`src/rtl/ow_pkg.sv`:
```
package ow_pkg;

  typedef enum logic [1:0] {
    OP_RESET = 2'b00,
    OP_WRITE = 2'b01,
    OP_READ  = 2'b10,
    OP_IDENT = 2'b11
  } owOp_e;

  typedef enum logic [1:0] {
    SLOT_RST,
    SLOT_W1,
    SLOT_W0,
    SLOT_RD
  } slotKind_e;

  // strobes from the sequencer to the datapath
  typedef struct packed {
    logic startRst;
    logic startWr;
    logic startRd;
    logic loadTx;
    logic loadCmd;
    logic shiftTx;
    logic clrId;
    logic capId;
  } owStrobe_t;

  localparam int US_W = 10;
  localparam logic [7:0] ID_CMD = 8'h33;

  localparam logic [US_W-1:0] RST_LOW_US    = US_W'(480);
  localparam logic [US_W-1:0] RST_SAMPLE_US = US_W'(550);
  localparam logic [US_W-1:0] RST_TOTAL_US  = US_W'(960);
  localparam logic [US_W-1:0] ONE_LOW_US    = US_W'(6);
  localparam logic [US_W-1:0] ZERO_LOW_US   = US_W'(60);
  localparam logic [US_W-1:0] RD_LOW_US     = US_W'(6);
  localparam logic [US_W-1:0] RD_SAMPLE_US  = US_W'(15);
  localparam logic [US_W-1:0] BIT_TOTAL_US  = US_W'(70);

  function automatic logic [US_W-1:0] slotLow(slotKind_e k);
    case (k)
      SLOT_RST: slotLow = RST_LOW_US;
      SLOT_W1:  slotLow = ONE_LOW_US;
      SLOT_W0:  slotLow = ZERO_LOW_US;
      default:  slotLow = RD_LOW_US;
    endcase
  endfunction

  function automatic logic [US_W-1:0] slotTotal(slotKind_e k);
    slotTotal = (k == SLOT_RST) ? RST_TOTAL_US : BIT_TOTAL_US;
  endfunction

  function automatic logic [US_W-1:0] slotSample(slotKind_e k);
    slotSample = (k == SLOT_RST) ? RST_SAMPLE_US : RD_SAMPLE_US;
  endfunction

endpackage

```
`src/rtl/ow_tick.sv`:
```
module ow_tick #(
  parameter int DIV = 50
) (
  input  logic clk,
  input  logic rst_n,
  input  logic clear,
  input  logic run,
  output logic tick
);
  localparam int DIV_W = $clog2(DIV + 1);

  logic [DIV_W-1:0] divCnt;

  assign tick = run && (divCnt == DIV_W'(DIV - 1));

  always_ff @(posedge clk or negedge rst_n) begin
    if (!rst_n)               divCnt <= '0;
    else if (clear || !run)   divCnt <= '0;
    else if (tick)            divCnt <= '0;
    else                      divCnt <= divCnt + 1'b1;
  end
endmodule

```
`src/rtl/ow_datapath.sv`:
```
module ow_datapath
  import ow_pkg::*;
#(
  parameter int CLK_PER_US = 50,
  parameter int ID_BYTES   = 6,
  localparam int ID_W      = 8 * ID_BYTES,
  localparam int PTR_W     = $clog2(ID_BYTES + 1)
) (
  input  logic            clk,
  input  logic            rst_n,
  input  owStrobe_t       strobe,
  input  logic [7:0]      txData,
  input  logic            busIn,
  output logic            busPullLow,
  output logic            slotDone,
  output logic            presence,
  output logic [7:0]      rxByte,
  output logic [ID_W-1:0] serialId
);
  logic [1:0]      busSync;
  logic            active;
  slotKind_e       kind;
  logic [US_W-1:0] usCnt;
  logic [US_W-1:0] usNext;
  logic [7:0]      txShift;
  logic [PTR_W-1:0] idPtr;
  logic            tick;
  logic            startAny;
  logic            atSample;
  slotKind_e       nextKind;

  assign startAny = strobe.startRst | strobe.startWr | strobe.startRd;

  ow_tick #(.DIV(CLK_PER_US)) uTick (
    .clk   (clk),
    .rst_n (rst_n),
    .clear (startAny),
    .run   (active),
    .tick  (tick)
  );

  always_comb begin
    if (strobe.startRst)     nextKind = SLOT_RST;
    else if (strobe.startRd) nextKind = SLOT_RD;
    else if (txShift[0])     nextKind = SLOT_W1;
    else                     nextKind = SLOT_W0;
  end

  assign usNext     = usCnt + 1'b1;
  assign slotDone   = active && tick && (usNext == slotTotal(kind));
  assign atSample   = active && tick && (usNext == slotSample(kind)) &&
                      (kind == SLOT_RST || kind == SLOT_RD);
  assign busPullLow = active && (usCnt < slotLow(kind));

  always_ff @(posedge clk or negedge rst_n) begin
    if (!rst_n) busSync <= 2'b11;
    else        busSync <= {busSync[0], busIn};
  end

  always_ff @(posedge clk or negedge rst_n) begin
    if (!rst_n) begin
      active <= 1'b0;
      kind   <= SLOT_RST;
      usCnt  <= '0;
    end else if (startAny) begin
      active <= 1'b1;
      kind   <= nextKind;
      usCnt  <= '0;
    end else if (active && tick) begin
      usCnt <= usNext;
      if (slotDone) active <= 1'b0;
    end
  end

  always_ff @(posedge clk or negedge rst_n) begin
    if (!rst_n)                txShift <= '0;
    else if (strobe.loadTx)    txShift <= txData;
    else if (strobe.loadCmd)   txShift <= ID_CMD;
    else if (strobe.shiftTx)   txShift <= {1'b0, txShift[7:1]};
  end

  always_ff @(posedge clk or negedge rst_n) begin
    if (!rst_n) begin
      rxByte   <= '0;
      presence <= 1'b0;
    end else if (atSample) begin
      if (kind == SLOT_RD) rxByte   <= {busSync[1], rxByte[7:1]};
      else                 presence <= ~busSync[1];
    end
  end

  always_ff @(posedge clk or negedge rst_n) begin
    if (!rst_n) begin
      serialId <= '0;
      idPtr    <= '0;
    end else if (strobe.clrId) begin
      serialId <= '0;
      idPtr    <= '0;
    end else if (strobe.capId) begin
      serialId[int'(idPtr)*8 +: 8] <= rxByte;
      idPtr <= idPtr + 1'b1;
    end
  end
endmodule

```
`src/rtl/ow_control.sv`:
```
module ow_control
  import ow_pkg::*;
#(
  parameter int ID_BYTES = 6,
  localparam int BYTE_W  = $clog2(ID_BYTES + 2)
) (
  input  logic       clk,
  input  logic       rst_n,
  input  logic       cmdValid,
  input  logic [1:0] cmdOp,
  input  logic       slotDone,
  output owStrobe_t  strobe,
  output logic       busy,
  output logic       done
);
  typedef enum logic [1:0] {S_IDLE, S_KICK, S_WAIT, S_FIN} state_e;
  typedef enum logic [1:0] {PH_RST, PH_WR, PH_RD} phase_e;

  localparam logic [BYTE_W-1:0] LAST_BYTE = BYTE_W'(ID_BYTES + 1);

  state_e            state;
  phase_e            phase;
  owOp_e             opReg;
  logic [2:0]        bitIdx;
  logic [BYTE_W-1:0] byteIdx;
  logic              lastBit;
  logic              isIdent;

  assign lastBit = (bitIdx == 3'd7);
  assign isIdent = (opReg == OP_IDENT);
  assign busy    = (state != S_IDLE);
  assign done    = (state == S_FIN);

  always_comb begin
    strobe = '0;
    case (state)
      S_IDLE: if (cmdValid) begin
        strobe.loadTx = (owOp_e'(cmdOp) == OP_WRITE);
        strobe.clrId  = (owOp_e'(cmdOp) == OP_IDENT);
      end
      S_KICK: begin
        strobe.startRst = (phase == PH_RST);
        strobe.startWr  = (phase == PH_WR);
        strobe.startRd  = (phase == PH_RD);
      end
      S_WAIT: if (slotDone) begin
        strobe.shiftTx = (phase == PH_WR);
        strobe.loadCmd = (phase == PH_RST) && isIdent;
        strobe.capId   = (phase == PH_RD) && lastBit && isIdent &&
                         (byteIdx != '0) && (byteIdx != LAST_BYTE);
      end
      default: ;
    endcase
  end

  always_ff @(posedge clk or negedge rst_n) begin
    if (!rst_n) begin
      state   <= S_IDLE;
      phase   <= PH_RST;
      opReg   <= OP_RESET;
      bitIdx  <= '0;
      byteIdx <= '0;
    end else begin
      case (state)
        S_IDLE: if (cmdValid) begin
          opReg   <= owOp_e'(cmdOp);
          bitIdx  <= '0;
          byteIdx <= '0;
          case (owOp_e'(cmdOp))
            OP_WRITE: phase <= PH_WR;
            OP_READ:  phase <= PH_RD;
            default:  phase <= PH_RST;
          endcase
          state <= S_KICK;
        end
        S_KICK: state <= S_WAIT;
        S_WAIT: if (slotDone) begin
          state <= S_KICK;
          case (phase)
            PH_RST: begin
              if (isIdent) begin
                phase  <= PH_WR;
                bitIdx <= '0;
              end else begin
                state <= S_FIN;
              end
            end
            PH_WR: begin
              if (!lastBit) begin
                bitIdx <= bitIdx + 1'b1;
              end else if (isIdent) begin
                phase   <= PH_RD;
                bitIdx  <= '0;
                byteIdx <= '0;
              end else begin
                state <= S_FIN;
              end
            end
            default: begin
              if (!lastBit) begin
                bitIdx <= bitIdx + 1'b1;
              end else if (isIdent && byteIdx != LAST_BYTE) begin
                byteIdx <= byteIdx + 1'b1;
                bitIdx  <= '0;
              end else begin
                state <= S_FIN;
              end
            end
          endcase
        end
        default: state <= S_IDLE;
      endcase
    end
  end
endmodule

```
`src/rtl/onewire_master.sv`:
```
module onewire_master
  import ow_pkg::*;
#(
  parameter int CLK_PER_US = 50,
  parameter int ID_BYTES   = 6,
  localparam int ID_W      = 8 * ID_BYTES
) (
  input  logic            clk,
  input  logic            rst_n,
  input  logic            cmdValid,
  input  logic [1:0]      cmdOp,
  input  logic [7:0]      cmdData,
  output logic            busy,
  output logic            done,
  output logic            presence,
  output logic [7:0]      rdData,
  output logic [ID_W-1:0] serialId,
  input  logic            busIn,
  output logic            busPullLow
);
  owStrobe_t strobe;
  logic      slotDone;

  ow_control #(.ID_BYTES(ID_BYTES)) uCtrl (
    .clk      (clk),
    .rst_n    (rst_n),
    .cmdValid (cmdValid),
    .cmdOp    (cmdOp),
    .slotDone (slotDone),
    .strobe   (strobe),
    .busy     (busy),
    .done     (done)
  );

  ow_datapath #(.CLK_PER_US(CLK_PER_US), .ID_BYTES(ID_BYTES)) uPath (
    .clk        (clk),
    .rst_n      (rst_n),
    .strobe     (strobe),
    .txData     (cmdData),
    .busIn      (busIn),
    .busPullLow (busPullLow),
    .slotDone   (slotDone),
    .presence   (presence),
    .rxByte     (rdData),
    .serialId   (serialId)
  );
endmodule

```
`config.mk`:
```
export PLATFORM = sky130hd
export DESIGN_NAME = onewire_master
export DESIGN_NICKNAME = d
export VERILOG_FILES = /design/src/rtl/ow_pkg.sv /design/src/rtl/ow_tick.sv /design/src/rtl/ow_datapath.sv /design/src/rtl/ow_control.sv /design/src/rtl/onewire_master.sv
export SDC_FILE = /design/constraint.sdc
export NUM_CORES = 1
export LEC_CHECK = 0
export ABC_AREA = 1
export BUFFER_PORTS_ARGS = -buffer_cell sky130_fd_sc_hd__buf_4
export CAP_MARGIN = 15
export CELL_PAD_IN_SITES_DETAIL_PLACEMENT = 1
export CELL_PAD_IN_SITES_GLOBAL_PLACEMENT = 1
export CORE_MARGIN = 2
export CORE_UTILIZATION = 27
export DETAILED_ROUTE_END_ITERATION = 16
export GPL_TIMING_DRIVEN = 0
export PLACE_DENSITY = 0.69
export SLEW_MARGIN = 20
export SYNTH_ARGS = -nofsm -noshare
export SYNTH_HDL_FRONTEND = slang
export SYNTH_SLANG_ARGS = --single-unit
```
`constraint.sdc`:
```
create_clock -name clk -period 2.42 [get_ports clk]
set_input_delay 0.484 -clock clk [delete_from_list [all_inputs] [get_ports clk]]
set_output_delay 0.484 -clock clk [all_outputs]
set_load 0.05 [all_outputs]
```
### Word-level counts from Yosys, hierarchy flattened

Index checks and enable logic that the tools add are counted.

* shift operators: 2
* reduce and logical (&&, ||, !) cells: 33
* bitwise operators: 4
* $lt $le $gt $ge: 1
* multiplexer cells: 61
* equality and inequality tests: 26
* add/sub/neg operators: 6

Operator list (number)
* $mux W48: 2
* $bwmux W48: 1
* $shift A8 B33 Y48 const A: 1
* $shiftx A8 B33 Y48: 1
* $mux W3: 14
* $mux W10: 4
* $neg A6 Y33: 1
* $mux W2: 16
* $mux W8: 3
* $pmux W3 S2: 4
* $eq A10 B10 Y1: 2
* $pmux W9 S2: 1
* $eq A2 B2 Y1 const B: 8
* $pmux W2 S2: 4
* $reduce_and A7 Y1: 2
* $logic_and A1 B1 Y1: 12
* $mux W6: 2
* $add A10 B1 Y10 const B: 1
* $lt A10 B9 Y1: 1
* $reduce_and A2 Y1: 5
* $reduce_bool A2 Y1: 5
* $add A3 B1 Y3 const B: 3
* $mux W1: 9
* $ne A3 B2 Y1 const B: 3
* other kinds (17): 28

* output and inout port bits: 60
* logic and storage cells: 148
* input bits: 14
* bits in registers: 101

### Depth between registers and ports, before layout

Gate-level depths: netlist (run 1).

* word-level depth: 9
* gate-level depth with buffers: 13
* gate-level depth less buffers: 13

### Hierarchy

Synthesis (run 1) repeated with hierarchy kept, for this count alone.

* cells, all modules: 678
* area, all modules: 5514.0 µm²

By module, submodules not included
* ow_datapath: area an instance 4261.6 µm², cells an instance 506, sequential area each 2079.5 µm², times used 1
* ow_control: area an instance 918.4 µm², cells an instance 135, sequential area each 300.3 µm², times used 1
* ow_tick: area an instance 334.1 µm², cells an instance 37, sequential area each 150.1 µm², times used 1

### Worst setup path after synthesis (run 1)

Ideal clock, no wire load.

* path type: flip-flop to output port
* start: register uPath.kind[0]
* end: output busPullLow
* path slack: -0.168 ns
* path buffers: 0
* data arrival time: 2.104 ns
* cell stages (with the launch flop): 10
* required time: 1.936 ns
* cell sequence: dfrtp_1 inv_1 ha_1 inv_1 ha_1 nand2_1 nor2_1 o211ai_1 o2111ai_1 nor2_1

* cells in the longest elaborated chain, start to end: 4
* elaborated cells between the ends (all ways): 5
* classes of those cells: 1 x order compare; 1 x eq/ne; 1 x mux; 2 x reduce/logical

Ends and longest elaborated chain
* start, declared: RTL line ow_datapath.sv:22 `slotKind_e kind;`
* start signal, assigned: RTL line ow_datapath.sv:67 `kind <= nextKind;`
* $eq A2 B2 Y1 / $logic_not A2 Y1 (equally long branches): RTL line ow_pkg.sv:42 `case (k)`
* $pmux W9 S2 (*): RTL line ow_pkg.sv:42
* $lt A10 B9 Y1 (*): RTL line ow_datapath.sv:53 `assign busPullLow = active && (usCnt < slotLow(kind));`
* $logic_and A1 B1 Y1 (*): RTL line ow_datapath.sv:53
* end, declared: RTL line onewire_master.sv:19 `output logic busPullLow`

Every way passes the cells marked *; elsewhere a longest branch is shown, timed or not.

### Worst setup path after layout (run 1)

* start: register uPath.kind[1]
* end: output busPullLow

Same word-level chain as after synthesis.

==> metrics.csv, run 1 <==
stage,metric,value,unit
timing,max-slew-margin-rel,36.45,%
setup_path,worst_ep_arrival_time,2.14,ns
outcome,status,"finished, violations left",
yosys,postSynth.topFlopCell,sky130_fd_sc_hd__dfrtp_1,
global_routing,initial_antenna_violation_count,0,
timing,fin_skew,0.007957,ns
global_routing,grt_start_max_net_pins,102,
yosys,synth-edff-count,0,
pwr,cellLeakagePower,3.498,nW
die,core,20100,µm²
yosys,ys_warn_count,0,
setup_path,r2r_cells,12,
die,count_of_standard_cell_rows,52,
clocking,holdBufCountCts,0,
pwr,max-vdd-ir-drop,0.3098,mV
setup_path,worst_path_required,1.94,ns
setup_path,crit_path_max_fanout,5,
clocking,tritoncts_sinks,101,
yosys,synth.ff_latch_count,101,
yosys,synthesis.instances,702,
timing,finalMaxSlewViolations,0,
setup_path,start_kind,register,
die,start_util,27.40,%
finish,antenna_cells_inserted,0,
detailed_routing,drt_drc_violations_left,0,
yosys,postSynth.asyncResetShare,100.0,%
yosys,post_synth.cell_area_avg,7.846,µm²
die,floorplan.io_pins,74,
clocking,clk_transition_reported_paths,0.07,ns
clocking,cts-root-to-sink-buffers,2,
yosys,synth.largest_area_cell,sky130_fd_sc_hd__dfrtp_1,
timing,final_hold_viol_count,0,
yosys,synth_top_area_share,44.98,%
setup_path,timing_worst_setup_path_type,register to output port,
global_routing,grt.overflow.total,0,
setup_path,worstReg2RegEnd,uPath.serialId[8]$_DFFE_PN0P_,
global_routing,grt_pass1_wl,27.59,mm
pwr,clockPowerShare,43.7,%
placement,placed_cell_area,6422,µm²
timing,setup_viol_count_final,1,
die,die_width,146.8,µm
timing,final_total_negative_setup_slack,-0.2001,ns
min_path,worst_hold_path.endpoint,uPath.busSync[0]$_DFF_PN1_,
pwr,power.share.switching,24.68,%
detailed_routing,postRouteAntennaNets,0,
global_routing,groute.usage.overall,15.81,%
timing,fin_crit,2.620,ns
pwr,p_int,2.444,mW
min_path,cell_depth_of_the_worst_min_delay_path,1,
clocking,clk_latency,0.36,ns
die,dieHeight,146.8,µm
detailed_routing,drt_wl_total,17.02,mm
setup_path,r2r_slack,0.11,ns
clocking,cts_buffers,9,
detailed_routing,drt_iter0_drc,229,
timing,fmax,381.7,MHz
placement,portBuffers,73,
setup_path,setup.worst_path.start,uPath.kind[1]$_DFFE_PN0P_,
detailed_routing,routedWlPerCell,15.51,µm
finish,drive_gt1_share,25.03,%
clocking,cts_root_buf,sky130_fd_sc_hd__clkbuf_16,
detailed_routing,detailed_route_via_count,5177,
yosys,synth_sequential_area_ratio,45.93,%
setup_path,end_kind,output port,
placement,place.gp.congestion,0.8416,
finish,post-route-cell-area,7276,µm²
timing,worst_pin_slew,0.9532,ns
die,die_area,21560,µm²
global_routing,grt_pass1_vias,5311,
clocking,tritoncts,built,
timing,fin_crit_sh,108.3,%
timing,final_critical_path_setup_slack,-0.2001,ns
pwr,share_comb_of_total_power,3.9,%
clocking,htreeDepth,3,
detailed_routing,vias_per_cell,4.719,
yosys,netlist_area,5508,µm²
run,cap_viol_max_count,0,
min_path,timing.hold.worst.start,busIn,
setup_path,worstReg2RegStart,uPath.idPtr[0]$_DFFE_PN0P_,
min_path,worst_hold_path_type,input port to register,
finish,nNetsFinal,859,
placement,dpl.hpwl,11.86,mm
yosys,synth_fp_nets,738,
detailed_routing,firstDrtPassIters,4,
timing,rsz0062_at_grt,true,
yosys,synth_area_leaders,"sky130_fd_sc_hd__dfrtp_1, sky130_fd_sc_hd__nand2_1, sky130_fd_sc_hd__nand3_1",
pwr,power_density,445.9,nW/µm²
finish,syn_to_final_growth,32.10,%
pwr,switching_power,0.8007,mW
yosys,synth_cell_type_count,42,
pwr,power_frac_seq,52.5,%
outcome,failing_checks,negative setup slack,
[layout make-up]
type	instances	area, µm²
Tap cell	270	337.8
Multi-Input combinational cell	508	2867
Inverter	79	315.3
Timing Repair Buffer	110	865.8
Sequential cell	101	2531
Buffer	14	86.33
Fill cell	2436	12830
Clock buffer	9	225.2
Clock inverter	6	47.55
[state kept, by name (all words and copies together) (netlist names), 3 cells and up]
register and flops:
uPath.rxByte 8, uPath.uTick.divCnt 6, uPath.txShift 8, uPath.serialId 48, uCtrl.byteIdx 3, uCtrl.bitIdx 3, uPath.idPtr 3, uPath.usCnt 10
[critical path, stage by stage, from the launching register on]
cell and delay (ns):
sky130_fd_sc_hd__dfrtp_1 0.41, sky130_fd_sc_hd__inv_2 0.10, sky130_fd_sc_hd__ha_4 0.15, sky130_fd_sc_hd__clkinvlp_4 0.19, sky130_fd_sc_hd__ha_4 0.33, sky130_fd_sc_hd__nand2_2 0.05
sky130_fd_sc_hd__nor2_2 0.12, sky130_fd_sc_hd__o211ai_1 0.10, sky130_fd_sc_hd__o2111ai_1 0.10, sky130_fd_sc_hd__nor2_2 0.07, sky130_fd_sc_hd__buf_6 0.15
[per-stage QoR]
| step | hold WS [ns] | utilization, % | worst slack, ns | total power [mW] | cells |
|---|---|---|---|---|---|
| final | 0.2341 | 36.19 | -0.2001 | 3.244 | 1097 |
| after global placement | 0.3479 | 31.93 | -0.5697 | 1.834 | 1045 |
| after detailed placement | 0.3535 | 31.95 | -0.6081 | 1.837 | 1045 |
| after global routing | 0.2292 | 36.19 | -0.3251 | 3.374 | 1097 |
| after CTS | 0.2237 | 34.86 | -0.2360 | 3.281 | 1081 |
| after floorplan | 0.1884 | - | -0.05197 | 1.771 | 702 |
[per-layer routing]
metal / wire length (µm) / track usage, % / part of all wire, % / up-vias
met5: 0 / 0 / 0 / -
met4: 226 / 4.369 / 1.3 / 0
li1: - / - / - / 2565
met2: 7982 / 25.35 / 47 / 72
met3: 550 / 2.422 / 3.2 / 14
met1: 8258 / 22.28 / 49 / 2526
[synthesized netlist by cell type (8+ instances only)]
cell                      number
sky130_fd_sc_hd__nor3_1       15
sky130_fd_sc_hd__nand2_1     191
sky130_fd_sc_hd__inv_1        75
sky130_fd_sc_hd__ha_1         22
sky130_fd_sc_hd__nand3_1     101
sky130_fd_sc_hd__a21oi_1      12
sky130_fd_sc_hd__o21ai_0      21
sky130_fd_sc_hd__nor2_1       58
sky130_fd_sc_hd__o22ai_1       9
sky130_fd_sc_hd__nand4_1      26
sky130_fd_sc_hd__dfrtp_1      99
sky130_fd_sc_hd__nand2_2       8
[power groups by stage]
stage	registers (mW)	logic (mW)	clock network (mW)
after global placement	1.73	0.0989	0
after floorplan	1.73	0.0376	0
after global routing	1.70	0.142	1.53
final	1.70	0.125	1.42
after detailed placement	1.74	0.102	0
after CTS	1.70	0.118	1.46
[placed cells by master (no fill, tap or decap), types with 12 or more instances in the layout]
| cell | netlist | layout |
|---|---|---|
| sky130_fd_sc_hd__dfrtp_1 | 99 | 98 |
| sky130_fd_sc_hd__nor2_1 | 58 | 51 |
| sky130_fd_sc_hd__o21ai_0 | 21 | 20 |
| sky130_fd_sc_hd__ha_1 | 22 | 16 |
| sky130_fd_sc_hd__inv_1 | 75 | 66 |
| sky130_fd_sc_hd__nand4_1 | 26 | 26 |
| sky130_fd_sc_hd__a21oi_1 | 12 | 12 |
| sky130_fd_sc_hd__buf_4 | 1 | 105 |
| sky130_fd_sc_hd__nand2_1 | 191 | 186 |
| sky130_fd_sc_hd__nor3_1 | 15 | 12 |
| sky130_fd_sc_hd__nand3_1 | 101 | 96 |
[worst max-delay path by stage]
stage,endpoint,depth (start not counted)
3_3_place_gp,uPath.serialId[40]$_DFFE_PN0P_,12
3_5_place_dp,uPath.serialId[46]$_DFFE_PN0P_,12
2_1_floorplan,uPath.serialId[40]$_DFFE_PN0P_,12
4_1_cts,busPullLow,10
6_report,busPullLow,10
5_1_grt,busPullLow,10
[kinds of logic (layout without fill, tap and decap cells)]
family                     Yosys count  count (layout)  share of synthesized area (%)
buffers and inverters               94             218                          6.724
adders and majority gates           22              22                          4.998
AOI/OAI and AO/OA                   55              55                          5.543
and+or+nand+nor                    427             428                          36.32
xor gates and xnor gates             3               3                         0.4771
DFF                                101             101                          45.93
[repair_timing]
action / 4_1_cts / 5_1_grt
pin swaps: 12 / 10
setup buffers: 21 / 16
endpoints found under the setup margin: 65 / 76
cloned: 0 / 1
resized for setup: 31 / 33
(Power assumes the default switching activity.)
==> run 2, diff against run 1 <==
- CTS_CLUSTER_DIAMETER: default -> 60
- PLACE_DENSITY: 0.69 -> 0.67
- clock period: 2.42 -> 2.5 ns (I/O delays scaled with it)
==> run 2 against run 1 <==
  * The flow still finishes with violations (negative setup slack)
  * Final area fell by 0.58%
  * Die area did not move
  * Via count rose by 0.81%
  * Routed wire length rose by 0.35%
  * Global-route usage rose by 0.11 points
  * Clock power rose by 4%
  * Sequential power fell by 3%
  * Largest power group unchanged
  * Flip-flop and latch count did not move
  * Worst setup slack improved by 0.087 ns
  * Clock skew fell by 0.0015 ns
==> metrics.csv, run 2 (synthesized netlist as in run 1, its figures left out) <==
stage,metric,value,unit
finish,layout_commonest_cell,sky130_fd_sc_hd__nand2_1,
detailed_routing,drt_drc_violations_left,0,
clocking,clk_latency,0.36,ns
timing,max-slew-margin-rel,35.80,%
setup_path,worst_path_required,2.00,ns
detailed_routing,routedWlPerCell,15.60,µm
pwr,max-vdd-ir-drop,0.2686,mV
global_routing,groute.usage.overall,15.92,%
finish,nNetsFinal,856,
finish,antenna_cells_inserted,0,
finish,syn_to_final_growth,31.33,%
clocking,tritoncts,built,
detailed_routing,met3RoutedLength,621,µm
timing,fin_crit_sh,104.5,%
placement,place.gp.congestion,0.7969,
min_path,worst_hold_path_type,input port to register,
placement,place_ws,-0.6086,ns
setup_path,end_kind,output port,
timing,final_critical_path_setup_slack,-0.1129,ns
finish,postLayoutCoreUtil,35.98,%
clocking,clk_transition_reported_paths,0.07,ns
timing,finalHoldWorstSlack,0.2475,ns
placement,placed_cells,1045,
global_routing,grt_start_max_net_pins,102,
finish,top_regs,"uPath.serialId (48), uPath.usCnt (10)",
global_routing,initial_antenna_violation_count,0,
run,cap_viol_max_count,0,
detailed_routing,detailed_route_via_count,5219,
clocking,cts_root_buf,sky130_fd_sc_hd__clkbuf_16,
die,core,20100,µm²
die,count_of_standard_cell_rows,52,
placement,portBuffers,73,
finish,drive_gt1_share,24.36,%
die,dieHeight,146.8,µm
die,die_width,146.8,µm
finish,finish.cell_count_without_fillers,1095,
timing,setup_viol_count_final,1,
detailed_routing,drt_iter0_drc,293,
die,floorplan.io_pins,74,
pwr,power_density,448.3,nW/µm²
timing,fmax,382.7,MHz
timing,rsz0062_at_grt,true,
placement,dpl.hpwl,11.84,mm
finish,register_ranked_first_by_flip_flop_count,uPath.serialId,
detailed_routing,detail_route_met2_wl,7.910,mm
setup_path,crit_path_max_fanout,4,
clocking,cts-root-to-sink-buffers,2,
timing,finalMaxSlewViolations,0,
pwr,cellLeakagePower,3.485,nW
timing,final_total_negative_setup_slack,-0.1129,ns
setup_path,path_cells,inv_2 -> ha_4 -> clkinvlp_4 -> ha_4 -> nand2_4 -> nor2_4 -> o211ai_1 -> o2111ai_2 -> nor2_2 -> buf_6,
timing,fin_crit,2.613,ns
setup_path,timing_worst_setup_path_type,register to output port,
timing,final_hold_viol_count,0,
detailed_routing,firstDrtPassIters,4,
outcome,failing_checks,negative setup slack,
finish,largest_reg_flops,48,
detailed_routing,routed.top_layer,met4,
die,start_util,27.40,%
timing,worst_pin_slew,0.9630,ns
global_routing,grt_pass1_vias,5328,
detailed_routing,drt_wl_total,17.08,mm
timing,fin_skew,0.006474,ns
setup_path,slowest_stage,sky130_fd_sc_hd__dfrtp_1,
setup_path,timing.critical_path.mode_cell,sky130_fd_sc_hd__ha_4,
clocking,htreeDepth,3,
clocking,tritoncts_sinks,101,
global_routing,grt_pass1_wl,27.81,mm
outcome,status,"finished, violations left",
finish,final_cell_mix,"sky130_fd_sc_hd__nand2_1, sky130_fd_sc_hd__buf_4, sky130_fd_sc_hd__nand3_1",
setup_path,worst_ep_arrival_time,2.11,ns
global_routing,grt.overflow.total,0,
die,die_area,21560,µm²
detailed_routing,vias_per_cell,4.766,
detailed_routing,postRouteAntennaNets,0,
detailed_routing,routedLengthMet1,8.362,mm
clocking,cts_buffers,9,
setup_path,r2r_slack,0.13,ns
setup_path,cp_slowest_stage_delay,0.39,ns
setup_path,start_kind,register,
setup_path,crit_family,adder cells,
setup_path,timing.critical_path.buf_inv,3,
[run 2: worst paths after layout]
path,start,endpoint,cells past startpoint
min in group asynchronous,rst_n,uPath.usCnt[3]$_DFFE_PN0P_,1
setup reg to reg,uPath.idPtr[0]$_DFFE_PN0P_,uPath.serialId[32]$_DFFE_PN0P_,11
hold / removal,busIn,uPath.busSync[0]$_DFF_PN1_,1
setup / recovery,uPath.kind[0]$_DFFE_PN0P_,busPullLow,10
hold reg to reg,uPath.busSync[0]$_DFF_PN1_,uPath.busSync[1]$_DFF_PN1_,0
max in group asynchronous,rst_n,uPath.usCnt[1]$_DFFE_PN0P_,1
[run 2: final cells by class]
cell class	instances	area, µm²
well taps	270	337.8
flip-flops and latches	101	2531
clock inverters	6	68.82
multi-input cells	508	2859
plain buffers	14	80.08
repair buffers	107	810.8
clock buffers	10	229.0
fillers	2435	12870
inverters	79	316.6
[run 2: routing by layer]
metal / track usage (%) / vias up
met4: 3.689 / 0
met2: 25.14 / 103
met1: 23.01 / 2544
met5: 0 / -
li1: - / 2556
met3: 2.484 / 16
[run 2: per-stage QoR]
stage               cell area [µm²]  total power, mW
floorplan                      5515            1.713
CTS                            7017            3.277
global placement               6401            1.775
global route                   7233            3.370
detailed placement             6405            1.777
finish                         7233            3.243
[run 2: timing repair]
item                                    CTS  global route
gates cloned                              1             0
gates resized for setup                  36            27
setup buffers                            17            17
pin swaps                                17            14
hold buffers                              0             0
endpoints found under the setup margin   64            74
[run 2: report_power, final]
part / internal (mW) / switching (mW)
Combinational: 0.0424 / 0.0815
Sequential: 1.64 / 0.00522
Clock: 0.789 / 0.683
Total: 2.47 / 0.770
[run 2: worst register-to-register path, stage by stage (launching register included)]
cell and delay [ns]:
sky130_fd_sc_hd__dfrtp_1 0.36, sky130_fd_sc_hd__buf_6 0.16, sky130_fd_sc_hd__clkinvlp_4 0.14, sky130_fd_sc_hd__buf_4 0.19
sky130_fd_sc_hd__ha_2 0.20, sky130_fd_sc_hd__ha_4 0.32, sky130_fd_sc_hd__clkinvlp_4 0.20, sky130_fd_sc_hd__nor3_4 0.26
sky130_fd_sc_hd__nand4_1 0.12, sky130_fd_sc_hd__buf_4 0.19, sky130_fd_sc_hd__nand3_1 0.07, sky130_fd_sc_hd__nand2_1 0.06
